$ cat config.mk
export PLATFORM = sky130hd
export DESIGN_NAME = dest_addr_filter
export DESIGN_NICKNAME = d
export VERILOG_FILES = /design/src/rtl/daf_pkg.sv /design/src/rtl/daf_hash.sv /design/src/rtl/daf_cfg_regs.sv /design/src/rtl/dest_addr_filter.sv
export SDC_FILE = /design/constraint.sdc
export NUM_CORES = 1
export LEC_CHECK = 0
export BUFFER_PORTS_ARGS = -buffer_cell sky130_fd_sc_hd__buf_2
export CORE_ASPECT_RATIO = 0.9
export CORE_UTILIZATION = 40
export DETAILED_ROUTE_END_ITERATION = 8
export SYNTH_ARGS = -nofsm -noshare
export SYNTH_HDL_FRONTEND = slang
export SYNTH_SLANG_ARGS = --single-unit
$ cat constraint.sdc
create_clock -name clk -period 2.3 [get_ports clk]
set_clock_uncertainty 0.15 [all_clocks]
set_input_delay 0.115 -clock clk [delete_from_list [all_inputs] [get_ports clk]]
set_output_delay 0.115 -clock clk [all_outputs]
set_load 0.005 [all_outputs]
$ cat src/rtl/daf_pkg.sv
package daf_pkg;
  localparam int ADDR_W = 48;
  localparam int IDX_W  = 6;
  localparam int REG_W  = 32;
  localparam int CFG_AW = 3;
  localparam int TBL_N  = 1 << IDX_W;
  localparam int FOLDS  = ADDR_W / IDX_W;
  localparam int EM_HI_W = ADDR_W - REG_W;

  localparam logic [CFG_AW-1:0] RA_UC_LO = 3'd0;
  localparam logic [CFG_AW-1:0] RA_UC_HI = 3'd1;
  localparam logic [CFG_AW-1:0] RA_MC_LO = 3'd2;
  localparam logic [CFG_AW-1:0] RA_MC_HI = 3'd3;
  localparam logic [CFG_AW-1:0] RA_EM_LO = 3'd4;
  localparam logic [CFG_AW-1:0] RA_EM_HI = 3'd5;
  localparam logic [CFG_AW-1:0] RA_MODE  = 3'd6;

  typedef struct packed {
    logic [TBL_N-1:0]  uc_tbl;
    logic [TBL_N-1:0]  mc_tbl;
    logic [ADDR_W-1:0] em_addr;
    logic              em_en;
    logic              uc_prom;
    logic              mc_prom;
  } daf_cfg_t;
endpackage

$ cat src/rtl/daf_hash.sv
module daf_hash
  import daf_pkg::*;
#(
  parameter int AW = ADDR_W,
  parameter int IW = IDX_W
) (
  input  logic [AW-1:0] addr,
  output logic [IW-1:0] idx
);
  localparam int NF = AW / IW;

  for (genvar i = 0; i < IW; i++) begin : g_bit
    logic [NF-1:0] taps;
    for (genvar k = 0; k < NF; k++) begin : g_tap
      assign taps[k] = addr[i + k*IW];
    end
    assign idx[i] = ^taps;
  end
endmodule

$ cat src/rtl/daf_cfg_regs.sv
module daf_cfg_regs
  import daf_pkg::*;
(
  input  logic              clk,
  input  logic              rst_n,
  input  logic              cfg_we,
  input  logic [CFG_AW-1:0] cfg_addr,
  input  logic [REG_W-1:0]  cfg_wdata,
  output daf_cfg_t          cfg
);
  daf_cfg_t cfg_q, cfg_d;

  always_comb begin
    cfg_d = cfg_q;
    if (cfg_we) begin
      unique case (cfg_addr)
        RA_UC_LO: cfg_d.uc_tbl[REG_W-1:0]     = cfg_wdata;
        RA_UC_HI: cfg_d.uc_tbl[TBL_N-1:REG_W] = cfg_wdata;
        RA_MC_LO: cfg_d.mc_tbl[REG_W-1:0]     = cfg_wdata;
        RA_MC_HI: cfg_d.mc_tbl[TBL_N-1:REG_W] = cfg_wdata;
        RA_EM_LO: cfg_d.em_addr[REG_W-1:0]    = cfg_wdata;
        RA_EM_HI: begin
          cfg_d.em_addr[ADDR_W-1:REG_W] = cfg_wdata[EM_HI_W-1:0];
          cfg_d.em_en                   = cfg_wdata[EM_HI_W];
        end
        RA_MODE: begin
          cfg_d.uc_prom = cfg_wdata[0];
          cfg_d.mc_prom = cfg_wdata[1];
        end
        default: ;
      endcase
    end
  end

  always_ff @(posedge clk or negedge rst_n) begin
    if (!rst_n) cfg_q <= '0;
    else if (cfg_we) cfg_q <= cfg_d;
  end

  assign cfg = cfg_q;

  AST_UNMAPPED_WRITE_IGNORED: assert property (@(posedge clk) disable iff (!rst_n)
    cfg_we && cfg_addr == 3'd7 |=> $stable(cfg_q));
  AST_UC_HI_KEEPS_LO: assert property (@(posedge clk) disable iff (!rst_n)
    cfg_we && cfg_addr == RA_UC_HI |=> $stable(cfg_q.uc_tbl[REG_W-1:0]));
  AST_MC_LO_KEEPS_HI: assert property (@(posedge clk) disable iff (!rst_n)
    cfg_we && cfg_addr == RA_MC_LO |=> $stable(cfg_q.mc_tbl[TBL_N-1:REG_W]));
endmodule

$ cat src/rtl/dest_addr_filter.sv
module dest_addr_filter
  import daf_pkg::*;
(
  input  logic              clk,
  input  logic              rst_n,
  input  logic              cfg_we,
  input  logic [CFG_AW-1:0] cfg_addr,
  input  logic [REG_W-1:0]  cfg_wdata,
  input  logic              da_valid,
  input  logic [ADDR_W-1:0] da_addr,
  output logic              dec_valid,
  output logic              dec_accept
);
  daf_cfg_t        cfg;
  logic [IDX_W-1:0] hidx;
  logic            is_mc, em_hit, tbl_hit, keep;
  logic            vld_q, acc_q, vld_d, acc_d;

  daf_cfg_regs u_regs (
    .clk       (clk),
    .rst_n     (rst_n),
    .cfg_we    (cfg_we),
    .cfg_addr  (cfg_addr),
    .cfg_wdata (cfg_wdata),
    .cfg       (cfg)
  );

  daf_hash #(.AW(ADDR_W), .IW(IDX_W)) u_hash (
    .addr (da_addr),
    .idx  (hidx)
  );

  // Class decision and table lookup
  always_comb begin
    is_mc   = da_addr[0];
    em_hit  = cfg.em_en && (da_addr == cfg.em_addr);
    tbl_hit = is_mc ? cfg.mc_tbl[hidx] : cfg.uc_tbl[hidx];
    if (is_mc) keep = cfg.mc_prom || tbl_hit;
    else       keep = cfg.uc_prom || em_hit || tbl_hit;
    vld_d = da_valid;
    acc_d = da_valid && keep;
  end

  always_ff @(posedge clk or negedge rst_n) begin
    if (!rst_n) begin
      vld_q <= 1'b0;
      acc_q <= 1'b0;
    end else begin
      vld_q <= vld_d;
      acc_q <= acc_d;
    end
  end

  assign dec_valid  = vld_q;
  assign dec_accept = acc_q;

  AST_ACCEPT_NEEDS_VALID: assert property (@(posedge clk) disable iff (!rst_n)
    !dec_valid |-> !dec_accept);
  AST_ONE_CYCLE_LATENCY: assert property (@(posedge clk) disable iff (!rst_n)
    da_valid |=> dec_valid);
  AST_UC_PROMISC_PASS: assert property (@(posedge clk) disable iff (!rst_n)
    da_valid && !da_addr[0] && cfg.uc_prom |=> dec_accept);
  AST_MC_PROMISC_PASS: assert property (@(posedge clk) disable iff (!rst_n)
    da_valid && da_addr[0] && cfg.mc_prom |=> dec_accept);
  AST_EXACT_HIT_PASS: assert property (@(posedge clk) disable iff (!rst_n)
    da_valid && !da_addr[0] && cfg.em_en && da_addr == cfg.em_addr |=> dec_accept);
  AST_MC_EMPTY_DROPS: assert property (@(posedge clk) disable iff (!rst_n)
    da_valid && da_addr[0] && !cfg.mc_prom && cfg.mc_tbl == '0 |=> !dec_accept);
endmodule

==> reports/metrics.cfg <==
[clock_network]
clock-sinks=181
htree_levels=4
cts_tree=built
clk_pin_slew_ns=0.07
clk_path_buf_depth=2
insertion_delay_ns=0.44
ctsRootBufferMaster=clkbuf_16
numCtsBuffers=17

[power_and_ir_drop]
peakVddDrop_v=0.000799
p_leak_nw=4.92
power.density_nw_per_um2=950

[sta]
layout_setup_ws_ns=0.0305
relSlewSlack=0.630
rsz0062_at_grt=true
period_share=0.987
hold_viol=0
worst_pin_slew_ns=0.554
min_period_ns=2.27
max_freq_ghz=0.441
hold_slack_ns=0.0229
maxSlewViolCount=0
setup_violations=0

[setup_path]
crit_required_ns=2.44
r2r_slack_ns=0.06
start_kind=primary input
r2r-start=u_regs.cfg[33]
startpoint=da_addr[37]
critPathKind=primary input to register
crit_arrival_ns=2.41
cp_max_fo=7
end_kind=register

[final_layout]
fin_util=0.518
drive_gt1_frac=0.284
final_common_cell=dfrtp_1
layout.nets=899
areaGrowthSynthToFinish_pct=27.3
nFillCells=1868
fin_area_um2=11200
num_antenna_cells=0
layout_common_cells=178 x dfrtp_1, 177 x mux2_1, 87 x buf_2, 60 x buf_4, 50 x xnor2_1
fin_cells=1116

[yosys]
synth_cell_types=45
yosys.area.top_type=dfrtp_1
synth_edf_count=0
yosys.area.top_type_share=0.515
yosysWarningCount=0
synth-seq-area-share=0.515
synth_seq_cells=181
syn_nets=712
synthCells=625
synth_async_sr_flop_share=1.00
synthFlopType=dfrtp_1
synth_area_per_cell_um2=14.1
netlist_area_um2=8800
synthTopCellsByArea=dfrtp_1 51%, mux2_1 23%, xnor2_1 6.2%, mux4_2 4.6%, mux2i_1 4.4%

[grt]
grt_pass1_vias=6394
antenna_found_initial=2
busiest_layer=met2
grt_max_degree=55
grt.total_usage=0.241
met3_usage=0.0416
grt_pass1_wl_mm=38.9
grt_overflow_total=0
gr-usage-met1=0.345
grt_util_met2=0.389

[die]
start_util=0.407
rows=51
core_area_um2=21600
num_io_pins=89
dieArea_um2=22600
die_h_um=143
die_w_um=158

[detailed_routing]
postRouteWirelength_mm=25.2
drc=0
drt_iter0_markers=312
ant_nets=0
via_count=5920
first_pass_iters=5
wl_per_cell_um=22.6
vias_per_cell=5.30

[place]
io_buffers=88
dpl_cell_area_um2=10200
place_congestion=0.934
dp_hpwl_mm=18.7
preCtsSetupSlack_ns=-0.515
dp_cells=1043

[hold_path]
hold_class=primary input to register
holdCritStartpoint=cfg_addr[2]

[outcome]
status=complete, no violations

[job]
drv_cap=0

-- worst max-delay path, cell delays in order --
cell and delay, ns:
buf_2 0.15, xnor2_1 0.19, xnor2_1 0.13, xnor2_2 0.48
buf_4 0.30, mux2i_1 0.38, mux2i_1 0.13, o311ai_0 0.37
o22ai_1 0.16
-- cell usage after synthesis, types with 2 or more instances --
| library cell | count |
|---|---|
| a21oi_1 | 2 |
| xor2_1 | 19 |
| clkbuf_1 | 20 |
| a22oi_1 | 7 |
| xnor2_1 | 62 |
| and2_1 | 2 |
| o22ai_1 | 3 |
| nor2_1 | 6 |
| buf_4 | 3 |
| nor3b_1 | 2 |
| nand2_1 | 9 |
| o221ai_1 | 2 |
| o2111ai_1 | 2 |
| nand3_1 | 10 |
| nor3_1 | 5 |
| mux4_2 | 18 |
| mux2i_1 | 39 |
| o211ai_1 | 2 |
| inv_1 | 9 |
| nand4_1 | 10 |
| nor4_1 | 5 |
| mux2_1 | 177 |
| nand4b_1 | 3 |
| o21ai_1 | 3 |
| nand2b_1 | 5 |
| dfrtp_1 | 181 |
-- registers in the layout (all words and copies together), names as in the netlist --
| name | flops |
|---|---|
| dec_accept | 1 |
| u_regs.cfg | 179 |
| dec_valid | 1 |
-- worst paths after layout --
| path | to | cells past startpoint |
|---|---|---|
| min in group asynchronous | u_regs.cfg[50] | 2 |
| max reg2reg | dec_accept | 8 |
| min reg2reg | u_regs.cfg[82] | 1 |
| min | u_regs.cfg[1] | 3 |
| max | dec_accept | 9 |
| max in group asynchronous | u_regs.cfg[70] | 3 |
-- logic make-up (layout without fill, tap and decap cells) --
kind of cell / Yosys count / after routing / share of synthesized area
DFF: 181 / 181 / 0.515
xor gates and xnor gates: 83 / 83 / 0.0856
and+or+nand+nor: 60 / 60 / 0.0384
buffers and inverters: 35 / 235 / 0.0172
AOI/OAI and AO/OA: 31 / 31 / 0.0259
muxes: 235 / 235 / 0.318
-- per-layer routing --
layer	share of wire	vias up
met2	0.47	122
met3	0.041	19
met1	0.48	3119
met4	0.0092	0
met5	0	-
li1	-	2660
-- power breakdown --
part	switching [mW]	total, mW	internal [mW]
Sequential	0.437	4.32	3.89
Combinational	1.64	3.43	1.79
Clock	1.34	2.89	1.55
-- cell type report --
cell class	instances	area (um^2)	share of cell area
multi-input cells	409	4250	0.379
repair buffers	193	1440	0.128
flip-flops and latches	181	4530	0.405
clock buffers	18	439	0.0392
well taps	291	364	0.0325
clock inverters	14	140	0.0125
inverters	10	37.5	0.00335
-- stage by stage --
stage / TNS (ns) / power [mW]
6_report: 0 / 10.6
5_1_grt: -0.0870 / 11.2
4_1_cts: -0.000128 / 10.7
3_5_place_dp: -0.515 / 7.70
3_3_place_gp: -0.426 / 7.60
2_1_floorplan: -0.0779 / 6.25
-- repair_timing --
item / in CTS / in global routing
resized for setup: 5 / 7
hold buffers: 35 / 1
endpoints found under the hold margin: 360 / 2
pin swaps: 8 / 6
setup buffers: 4 / 1
endpoints found under the setup margin: 1 / 1
No activity file was read; power rests on OpenSTA's default activity.
